### src/rtl/lpfs_pkg.sv
// Shared types of the speed controller.
// Assumes nothing beyond the users importing it.
package lpfs_pkg;
    typedef enum logic {
        ST_IDLE,
        ST_WAIT
    } lpfs_state_t;

    typedef enum logic [1:0] {
        PATH_SLEEP,
        PATH_FULL,
        PATH_STRETCH
    } lpfs_path_t;
endpackage

### src/rtl/lpfs_window.sv
// Computes the time budget of the active task and whether it can be
// met at maximum speed, plus the wake time for a power-down.
// Assumes times do not wrap between now and the target.
module lpfs_window #(
    parameter int TW        = 32,
    parameter int FW        = 7,
    parameter int F_MAX     = 100,
    parameter int WAKE_LEAD = 10
) (
    input  logic [TW-1:0] now,
    input  logic [TW-1:0] deadline,
    input  logic [TW-1:0] next_arr,
    input  logic [TW-1:0] rem,
    output logic [TW-1:0] avail,
    output logic          feasible,
    output logic [TW-1:0] wake
);
    localparam int XW = TW + FW;

    logic [TW-1:0] target;
    logic [XW-1:0] cap;
    logic [XW-1:0] rem_ext;

    // Earlier of deadline and next arrival, and time left until it.
    always_comb begin
        target = (deadline < next_arr) ? deadline : next_arr;
        avail  = (target > now) ? (target - now) : '0;
    end

    // Cycles available at full speed versus cycles required.
    always_comb begin
        cap      = {{FW{1'b0}}, avail} * XW'(F_MAX);
        rem_ext  = {{FW{1'b0}}, rem};
        feasible = (avail != '0) && (rem_ext <= cap);
    end

    // Wake-up start, saturated at zero.
    always_comb begin
        wake = (next_arr >= TW'(WAKE_LEAD)) ? (next_arr - TW'(WAKE_LEAD)) : '0;
    end
endmodule

### src/rtl/lpfs_path_sel.sv
// Chooses the decision path from the queue flags.
// Power-down wins, then stretching for a lone feasible task, else full speed.
module lpfs_path_sel
    import lpfs_pkg::*;
(
    input  logic       all_delayed,
    input  logic       runq_empty,
    input  logic       task_active,
    input  logic       feasible,
    output lpfs_path_t path
);
    // Priority decode of the three paths.
    always_comb begin
        if (all_delayed)
            path = PATH_SLEEP;
        else if (runq_empty && task_active && feasible)
            path = PATH_STRETCH;
        else
            path = PATH_FULL;
    end
endmodule

### src/rtl/lpfs_ceil_div.sv
// Restoring divider giving ceil(num/den) in QW quotient bits, one bit
// per cycle. Assumes the caller guarantees num <= (2**QW - 1) * den.
module lpfs_ceil_div #(
    parameter int TW = 32,
    parameter int QW = 7
) (
    input  logic          clk,
    input  logic          rst_n,
    input  logic          start,
    input  logic [TW-1:0] num,
    input  logic [TW-1:0] den,
    output logic          valid,
    output logic [QW-1:0] quot
);
    localparam int PW = TW + QW;
    localparam int CW = $clog2(QW + 1);

    logic [PW-1:0] part_q;
    logic [PW-1:0] dsh_q;
    logic [QW-1:0] q_q;
    logic [CW-1:0] step_q;
    logic          busy_q;

    // Load operands, then resolve one quotient bit per cycle.
    always_ff @(posedge clk) begin
        if (!rst_n) begin
            part_q <= '0;
            dsh_q  <= '0;
            q_q    <= '0;
            step_q <= '0;
            busy_q <= 1'b0;
            valid  <= 1'b0;
        end else begin
            valid <= 1'b0;
            if (start) begin
                part_q <= PW'(num);
                dsh_q  <= PW'(den) << (QW - 1);
                q_q    <= '0;
                step_q <= CW'(QW);
                busy_q <= 1'b1;
            end else if (busy_q) begin
                if (part_q >= dsh_q) begin
                    part_q <= part_q - dsh_q;
                    q_q    <= {q_q[QW-2:0], 1'b1};
                end else begin
                    q_q    <= {q_q[QW-2:0], 1'b0};
                end
                dsh_q  <= dsh_q >> 1;
                step_q <= step_q - CW'(1);
                if (step_q == CW'(1)) begin
                    busy_q <= 1'b0;
                    valid  <= 1'b1;
                end
            end
        end
    end

    // Round up when a remainder is left.
    assign quot = q_q + QW'(part_q != '0);
endmodule

### src/rtl/lpfs_speed_ctrl.sv
// Top of the speed controller. On an evaluate strobe in idle it either
// requests power-down, forces full speed, or starts a division that
// stretches the lone active task to its time budget.
// Assumes eval_i is a single-cycle strobe; strobes while dividing are dropped.
module lpfs_speed_ctrl
    import lpfs_pkg::*;
#(
    parameter int TW        = 32,
    parameter int F_MIN     = 8,
    parameter int F_MAX     = 100,
    parameter int WAKE_LEAD = 10,
    localparam int FW       = $clog2(F_MAX + 1)
) (
    input  logic          clk,
    input  logic          rst_n,
    input  logic          eval_i,
    input  logic [TW-1:0] now_i,
    input  logic          runq_empty_i,
    input  logic          task_active_i,
    input  logic [TW-1:0] rem_cycles_i,
    input  logic [TW-1:0] deadline_i,
    input  logic          all_delayed_i,
    input  logic [TW-1:0] next_arrival_i,
    output logic [FW-1:0] freq_mhz_o,
    output logic          power_down_o,
    output logic [TW-1:0] wake_time_o,
    output logic          done_o
);
    lpfs_state_t   state_q;
    lpfs_path_t    path;
    logic [TW-1:0] avail;
    logic          feasible;
    logic [TW-1:0] wake_c;
    logic          div_start;
    logic          div_valid;
    logic [FW-1:0] div_quot;
    logic [FW-1:0] div_clamped;
    logic          idle_w;

    lpfs_window #(
        .TW(TW), .FW(FW), .F_MAX(F_MAX), .WAKE_LEAD(WAKE_LEAD)
    ) u_window (
        .now      (now_i),
        .deadline (deadline_i),
        .next_arr (next_arrival_i),
        .rem      (rem_cycles_i),
        .avail    (avail),
        .feasible (feasible),
        .wake     (wake_c)
    );

    lpfs_path_sel u_path (
        .all_delayed (all_delayed_i),
        .runq_empty  (runq_empty_i),
        .task_active (task_active_i),
        .feasible    (feasible),
        .path        (path)
    );

    lpfs_ceil_div #(
        .TW(TW), .QW(FW)
    ) u_div (
        .clk   (clk),
        .rst_n (rst_n),
        .start (div_start),
        .num   (rem_cycles_i),
        .den   (avail),
        .valid (div_valid),
        .quot  (div_quot)
    );

    assign idle_w    = (state_q == ST_IDLE);
    assign div_start = idle_w && eval_i && (path == PATH_STRETCH);

    // Raise a stretched result to the lowest selectable step.
    assign div_clamped = (div_quot < FW'(F_MIN)) ? FW'(F_MIN) : div_quot;

    // Decision sequencer and output registers.
    always_ff @(posedge clk) begin
        if (!rst_n) begin
            state_q      <= ST_IDLE;
            freq_mhz_o   <= FW'(F_MAX);
            power_down_o <= 1'b0;
            wake_time_o  <= '0;
            done_o       <= 1'b0;
        end else begin
            done_o <= 1'b0;
            case (state_q)
                ST_IDLE: begin
                    if (eval_i) begin
                        case (path)
                            PATH_SLEEP: begin
                                power_down_o <= 1'b1;
                                freq_mhz_o   <= FW'(F_MIN);
                                wake_time_o  <= wake_c;
                                done_o       <= 1'b1;
                            end
                            PATH_STRETCH: begin
                                power_down_o <= 1'b0;
                                state_q      <= ST_WAIT;
                            end
                            default: begin
                                power_down_o <= 1'b0;
                                freq_mhz_o   <= FW'(F_MAX);
                                done_o       <= 1'b1;
                            end
                        endcase
                    end
                end
                default: begin
                    if (div_valid) begin
                        freq_mhz_o <= div_clamped;
                        done_o     <= 1'b1;
                        state_q    <= ST_IDLE;
                    end
                end
            endcase
        end
    end
endmodule

### config.mk
export PLATFORM = sky130hd
export DESIGN_NAME = lpfs_speed_ctrl
export DESIGN_NICKNAME = d
export VERILOG_FILES = /design/src/rtl/lpfs_pkg.sv /design/src/rtl/lpfs_window.sv /design/src/rtl/lpfs_path_sel.sv /design/src/rtl/lpfs_ceil_div.sv /design/src/rtl/lpfs_speed_ctrl.sv
export SDC_FILE = /design/constraint.sdc
export NUM_CORES = 1
export LEC_CHECK = 0
export BUFFER_PORTS_ARGS = -buffer_cell sky130_fd_sc_hd__buf_2
export CAP_MARGIN = 25
export CORE_MARGIN = 2
export CORE_UTILIZATION = 30
export DETAILED_ROUTE_END_ITERATION = 8
export GPL_TIMING_DRIVEN = 0
export PLACE_DENSITY = 0.53
export SETUP_SLACK_MARGIN = 0.15
export SLEW_MARGIN = 40
export SYNTH_ARGS = -nofsm -noshare
export SYNTH_HDL_FRONTEND = slang
export SYNTH_SLANG_ARGS = --single-unit
### constraint.sdc
create_clock -name clk -period 15.4 [get_ports clk]
set_input_delay 2.31 -clock clk [delete_from_list [all_inputs] [get_ports clk]]
set_output_delay 2.31 -clock clk [all_outputs]
set_load 0.01 [all_outputs]
# Yosys cells after proc, flatten, opt, wreduce, memory -nomap -nowiden
# Cells that the tools add are included.
totals:
  ff_bits: 131
  inputBits: 134
  out_inout_bits: 41
  wordCells: 81
classes:
  n_addsub: 5
  multipliers: 1
  order_cmp: 6
  eq_ne: 4
  n_mux: 31
  bitwise: 3
  reduce_logical: 18
op_table:
  columns: ["operator", "count"]
  rows:
  - ["2-to-1 mux 32 bit", 6]
  - ["2-to-1 mux 38 bit", 2]
  - [">= comparator 39 x 38 -> 1 bit", 1]
  - ["less-or-equal comparator 32 x 39 -> 1 bit", 1]
  - ["nonzero test 39 bit", 1]
  - ["subtractor 39 x 38 -> 39 bit", 1]
  - ["multiplier 32 x 5 -> 37 bit, second input constant", 1]
  - [">= comparator 32 x 4 -> 1 bit, second input constant", 1]
  - ["greater-than comparator 32 bit", 1]
  - ["less-than comparator 32 bit", 1]
  - ["nonzero test 32 bit", 1]
  - ["subtractor 32 bit", 1]
  - ["subtractor 32 x 4 -> 32 bit, second input constant", 1]
  - ["2-to-1 mux 7 bit", 4]
  - ["2-to-1 mux 1 bit", 14]
  - ["case mux 7 bit (2 select lines)", 1]
  - ["adder 7 x 1 -> 7 bit", 1]
  - ["less-than comparator 7 x 4 -> 1 bit, second input constant", 1]
  - ["2-to-1 mux 3 bit", 2]
  - ["AND reduction 2 bit", 3]
  - ["AND reduction 3 bit", 2]
  - ["nonzero test 2 bit", 3]
  - ["logical AND 1 bit", 5]
  - ["2-to-1 mux 2 bit", 2]
  - ["other kinds (9)", 11]

# Logic depth before layout (Yosys ltp)
depth:
  word_depth: 14
  depth_mapped: 53
  mapped_depth_nobuf: 49

# Modules after synthesis
# From an unflattened synthesis, not the netlist that was laid out.
hier_totals:
  cells_unflattened: 2063
  hier_area_um2: 16141.7
modules_own_cells:
  columns: ["mod", "n_inst", "cells_each", "area_each_um2", "seq_area_each_um2"]
  rows:
  - ["lpfs_window", 1, 1096, 8159.1, 0.0]
  - ["lpfs_ceil_div", 1, 781, 6296.0, 1781.7]
  - ["lpfs_speed_ctrl", 1, 184, 1670.4, 840.8]
  - ["lpfs_path_sel", 1, 2, 16.3, 0.0]

# Worst setup path after synthesis
# OpenSTA, ideal clock, no wires.
synth_path:
  kind: "input-to-reg"
  from: "in next_arrival_i[1]"
  to: "reg freq_mhz_o[2]"
  setup_time_ns: 0.121
  arrival_time_ns: 12.072
  required_ns: 15.279
  path_slack_ns: 3.208
  path_stages: 47
  path_buffers: 2
  cell_sequence: "inv_1 -> ha_1 -> a21o_1 -> a21o_1 -> a211oi_1 -> o21bai_1 -> a211oi_1 -> o21ai_0 -> a211oi_1 -> o21ai_1 -> clkbuf_1 -> mux2i_1 -> ha_1 -> fa_1 -> nor2b_1 -> o21bai_1 -> a31o_2 -> o21ai_0 -> [11 not listed] -> o41ai_2 -> o21ai_0 -> nand3_1 -> nand2_1 -> a21o_1 -> a21oi_1 -> xnor2_1 -> ha_1 -> a21oi_1 -> o21ai_0 -> a2111oi_0 -> o41ai_1 -> o31ai_1 -> a21oi_1 -> o2111ai_2 -> o31ai_1 -> a22oi_2 -> mux2_2"
synth_via:
  elab_chain_cells: 14
  elab_cells_between_ends: 19
  classes_between: "1 x add/sub; 1 x mul; 3 x order compare; 2 x eq/ne; 7 x mux; 5 x reduce/logical"
synth_rtl:
  columns: ["item", "line", "rtl"]
  rows:
  - ["from (decl)", "lpfs_speed_ctrl.sv:23", "input logic [TW-1:0] next_arrival_i,"]
  - ["less-than comparator 32 bit", "lpfs_window.sv:26", "target = (deadline < next_arr) ? deadline : next_arr;"]
  - ["2-to-1 mux 32 bit (*)", "lpfs_window.sv:26", null]
  - ["subtractor 32 bit / greater-than comparator 32 bit (equally long branches)", "lpfs_window.sv:27", "avail = (target > now) ? (target - now) : '0;"]
  - ["2-to-1 mux 32 bit (*)", "lpfs_window.sv:27", null]
  - ["multiplier 32 x 5 -> 37 bit", "lpfs_window.sv:32", "cap = {{FW{1'b0}}, avail} * XW'(F_MAX);"]
  - ["less-or-equal comparator 32 x 39 -> 1 bit", "lpfs_window.sv:34", "feasible = (avail != '0) && (rem_ext <= cap);"]
  - ["logical AND 1 bit (*)", "lpfs_window.sv:34", null]
  - ["logical AND 1 bit (*)", "lpfs_path_sel.sv:16", "else if (runq_empty && task_active && feasible)"]
  - ["2-to-1 mux 2 bit (*)", "lpfs_path_sel.sv:16", null]
  - ["2-to-1 mux 2 bit (*)", "lpfs_path_sel.sv:14", "if (all_delayed)"]
  - ["equality test 2 bit / logical NOT 2 bit (equally long branches)", "lpfs_speed_ctrl.sv:91", "case (path)"]
  - ["case mux 7 bit (2 select lines)", "lpfs_speed_ctrl.sv:91", null]
  - ["2-to-1 mux 7 bit", "lpfs_speed_ctrl.sv:90", "if (eval_i) begin"]
  - ["2-to-1 mux 7 bit", "lpfs_speed_ctrl.sv:88", "case (state_q)"]
  - ["to (signal assigned)", "lpfs_speed_ctrl.sv:82", "freq_mhz_o <= FW'(F_MAX);"]
  - ["to (signal assigned)", "lpfs_speed_ctrl.sv:94", "freq_mhz_o <= FW'(F_MIN);"]
  - ["to (signal assigned)", "lpfs_speed_ctrl.sv:104", "freq_mhz_o <= FW'(F_MAX);"]
  - ["to (decl)", "lpfs_speed_ctrl.sv:24", "output logic [FW-1:0] freq_mhz_o,"]
# Mark *: on every way between the ends. The rest lies on a longest branch, timed or not. The select of a mux whose other input is x is not followed.
# A chain may end at the register's enable or synchronous reset.

# Final worst setup path
layout_path:
  from: "in next_arrival_i[1]"
  to: "reg u_div.part_q[0]"
layout_via:
  elab_chain_cells: 14
  elab_cells_between_ends: 18
  classes_between: "1 x add/sub; 1 x mul; 3 x order compare; 1 x eq/ne; 5 x mux; 7 x reduce/logical"
layout_rtl:
  columns: ["item", "line", "rtl"]
  rows:
  - ["less-than comparator 32 bit", "lpfs_window.sv:26", null]
  - ["2-to-1 mux 32 bit (*)", "lpfs_window.sv:26", null]
  - ["subtractor 32 bit / greater-than comparator 32 bit (equally long branches)", "lpfs_window.sv:27", null]
  - ["2-to-1 mux 32 bit (*)", "lpfs_window.sv:27", null]
  - ["multiplier 32 x 5 -> 37 bit", "lpfs_window.sv:32", null]
  - ["less-or-equal comparator 32 x 39 -> 1 bit", "lpfs_window.sv:34", null]
  - ["logical AND 1 bit (*)", "lpfs_window.sv:34", null]
  - ["logical AND 1 bit (*)", "lpfs_path_sel.sv:16", null]
  - ["2-to-1 mux 2 bit (*)", "lpfs_path_sel.sv:16", null]
  - ["2-to-1 mux 2 bit (*)", "lpfs_path_sel.sv:14", null]
  - ["equality test 2 bit (*)", "lpfs_speed_ctrl.sv:73", "assign div_start = idle_w && eval_i && (path == PATH_STRETCH);"]
  - ["logical AND 1 bit (*)", "lpfs_speed_ctrl.sv:73", null]
  - ["nonzero test 2 bit (no line)", null, null]
  - ["AND reduction 2 bit (no line)", null, null]
  - ["to (signal assigned)", "lpfs_ceil_div.sv:36", "part_q <= PW'(num);"]
  - ["to (signal assigned)", "lpfs_ceil_div.sv:43", "part_q <= part_q - dsh_q;"]
  - ["to (decl)", "lpfs_ceil_div.sv:18", "logic [PW-1:0] part_q;"]
# Mark *: on every way between the ends. The rest lies on a longest branch, timed or not.

==> flow_summary.json <==
{
  "outcome": "complete, no violations",
  "dp.cells": 2875,
  "final-setup-viol-count": 0,
  "postSynth.asyncResetShare": 0,
  "post_route_cells_drive_above_1_share": 0.132,
  "vias_per_cell": 5.26,
  "synth.area.top_cells": "sky130_fd_sc_hd__ha_1, sky130_fd_sc_hd__dfxtp_1, sky130_fd_sc_hd__inv_1",
  "drc_errors": 0,
  "cts-buffers-inserted": 17,
  "hold_class": "reg2reg",
  "cts.sinks": 131,
  "netlist.top_cell.by_area": "sky130_fd_sc_hd__ha_1",
  "overflow": 0,
  "grt_max_degree": 17,
  "timing.critical_path.slowest_cell_delay_ns": 0.62,
  "power.share.switching": 0.486,
  "area_growth_syn_to_layout_pct": 15.3,
  "synthesis.area_per_instance_um2": 7.75,
  "timing.max_cap.violations": 0,
  "critPathArrivalTime_ns": 14.67,
  "ys_ff_latch": 131,
  "fill_cells": 5566,
  "detail_route.wirelength_um": 54900,
  "synth-main-ff-cell": "sky130_fd_sc_hd__dfxtp_1",
  "finish.cell_count_without_fillers": 2915,
  "synth_largest_type_area_fraction": 0.202,
  "synthMostInstantiatedCell": "sky130_fd_sc_hd__ha_1",
  "slowest_stage": "sky130_fd_sc_hd__a2111oi_1",
  "finalCoreUtilization": 0.351,
  "dp_hpwl_um": 46600,
  "share_clk_of_total_power": 0.184,
  "initial_utilization": 0.304,
  "first_iter_violations": 1013,
  "path_clk_slew_ns": 0.07,
  "drv_slew": 0,
  "hold_buffers": 0,
  "final_hold_fails": 0,
  "cts_buffer_depth": 2,
  "netSwitchingPower_mw": 1.18,
  "num_vias": 15300,
  "finalHoldWorstSlack_ns": 0.468,
  "postSynthCellCount": 2022,
  "htree_levels": 4,
  "combPwrFrac": 0.658,
  "synth_common_cells": "sky130_fd_sc_hd__ha_1, sky130_fd_sc_hd__inv_1, sky130_fd_sc_hd__nor2_1",
  "crit_start_category": "input port",
  "boundaryPins": 175,
  "grt_pass1_vias": 15300,
  "timing.critical_path.fanout_max": 10,
  "internal-power_mw": 1.24,
  "postRouteAntennaNets": 0,
  "synth-edff-count": 0,
  "stdcell_area_mm2": 0.0181,
  "io_buffers": 173,
  "worst_skew_pair.late_latency_ns": 0.47,
  "die_y_um": 233,
  "worstMarginPinSlew_ns": 0.789,
  "synthesis.nets": 2438,
  "timing.final.crit_share": 0.927,
  "core.rowCount": 83,
  "cts_tree": "yes",
  "grt_pass1_wl_um": 85700,
  "crit_required_ns": 15.80,
  "die_area_mm2": 0.0541,
  "final.setup_skew_ns": 0.0110,
  "cts.root.buffer_cell": "sky130_fd_sc_hd__clkbuf_16",
  "final_net_count": 2633,
  "leakage_nw": 8.57,
  "finalWeightedCongestion": 0.913,
  "grt_setup_unrepaired": "false",
  "placement.cell_area_mm2": 0.0174,
  "grt_antenna_before_repair": 6,
  "final_period_minus_worst_setup_slack_ns": 14.27,
  "width_of_the_die_um": 233,
  "wire_per_inst_um": 18.8,
  "synth-seq-area-share": 0.167,
  "power.ir.vdd_worst_mv": 0.101,
  "register_share_of_total_power": 0.158,
  "timing.slew.headroom": 0.474,
  "core_mm2": 0.0515,
  "synthesis.yosys.warnings": 0,
  "p_per_area_mw_per_mm2": 134,
  "yosys.cell_types.count": 73,
  "synth.cell_area_mm2": 0.0157,
  "timing.critical_path.to_type": "register",
  "first_pass_iters": 5,
  "max_clock_freq_ghz": 0.0701,
  "grt_usage": 0.205,
  "timing.setup.critical_path_class": "in2reg"
}
## power groups by stage
stage / Clock [mW] / Sequential [mW] / Combinational, mW
2_1_floorplan: 0 / 0.386 / 1.14
3_3_place_gp: 0 / 0.389 / 1.55
3_5_place_dp: 0 / 0.389 / 1.56
4_1_cts: 0.454 / 0.382 / 1.58
5_1_grt: 0.466 / 0.385 / 1.78
6_report: 0.445 / 0.382 / 1.59
## final cells by class
cell class	instances	area (um^2)	share of cell area
Antenna cell	5	12.5	0.000692
Buffer	82	354	0.0196
Clock buffer	18	429	0.0237
Clock inverter	14	191	0.0106
Inverter	221	830	0.0459
Multi-Input combinational cell	1588	11900	0.658
Sequential cell	131	2620	0.145
Tap cell	680	851	0.0471
Timing Repair Buffer	176	888	0.0491
## through the flow
stage / setup TNS [ns] / worst slack (ns) / total power [mW]
floorplan: 0 / 3.21 / 1.52
global placement: -35.25 / -0.644 / 1.94
detailed placement: -40.44 / -0.706 / 1.95
CTS: 0 / 0.182 / 2.41
global route: 0 / 0.224 / 2.63
finish: 0 / 1.13 / 2.42
## path summary, 6_finish.rpt
kind	slack, ns	from	end	depth (start not counted)
max	1.13	next_arrival_i[1]	u_div.part_q[0]	50
min	0.47	u_div.step_q[2]	u_div.valid	1
max reg2reg	11.43	u_div.dsh_q[12]	u_div.part_q[22]	13
min reg2reg	0.47	u_div.step_q[2]	u_div.valid	1
## cell families (layout without fill, tap and decap cells)
group,Yosys count,after routing,synth area share
DFF,131,131,0.167
buffers and inverters,303,511,0.0750
adders and majority gates,282,282,0.239
other,0,5,0
xor gates and xnor gates,116,116,0.0648
AOI/OAI and AO/OA,552,552,0.238
and+or+nand+nor,571,571,0.170
muxes,67,67,0.0457
## layout by cell type, fill, tap and decap left out, types with 36 or more instances in the layout
cell / count
sky130_fd_sc_hd__o21ai_0: 74
sky130_fd_sc_hd__nor3_1: 44
sky130_fd_sc_hd__inv_1: 220
sky130_fd_sc_hd__dfxtp_1: 131
sky130_fd_sc_hd__clkbuf_1: 49
sky130_fd_sc_hd__nand3_1: 43
sky130_fd_sc_hd__mux2_2: 36
sky130_fd_sc_hd__nand2_1: 165
sky130_fd_sc_hd__xnor2_1: 80
sky130_fd_sc_hd__ha_1: 253
sky130_fd_sc_hd__xor2_1: 36
sky130_fd_sc_hd__a21oi_1: 153
sky130_fd_sc_hd__a21o_1: 52
sky130_fd_sc_hd__buf_2: 195
sky130_fd_sc_hd__a211oi_1: 67
sky130_fd_sc_hd__nor2_1: 166
## critical path, delay by kind of cell
family,cells,cell delay [ns]
AO/OA/AOI/OAI,28,6.48
XOR/XNOR,1,0.17
adder cells (fa/ha/maj),8,2.76
buffers and inverters,6,1.49
multiplexers,1,0.19
AND/OR/NAND/NOR,6,1.25
## routing by layer
layer	vias to the layer above	global-route usage	part of all wire
li1	7629	-	-
met1	7297	0.260	0.44
met2	349	0.355	0.49
met3	70	0.0239	0.039
met4	0	0.0752	0.030
met5	-	0	0
## registers in the layout, summed over array words and instances, names as in the netlist
register and flops:
u_div.part_q 39, u_div.busy_q 1, state_q 1, u_div.dsh_q 38, freq_mhz_o 7, wake_time_o 32
u_div.valid 1, power_down_o 1, u_div.step_q 3, done_o 1, u_div.q_q 7
## what timing repair did
action                                  4_1_cts  5_1_grt
pin swaps                                     0        1
setup buffers                                 0        3
resized for setup                             3       11
endpoints found under the setup margin       86       98
Power figures use the tool's default switching activity.
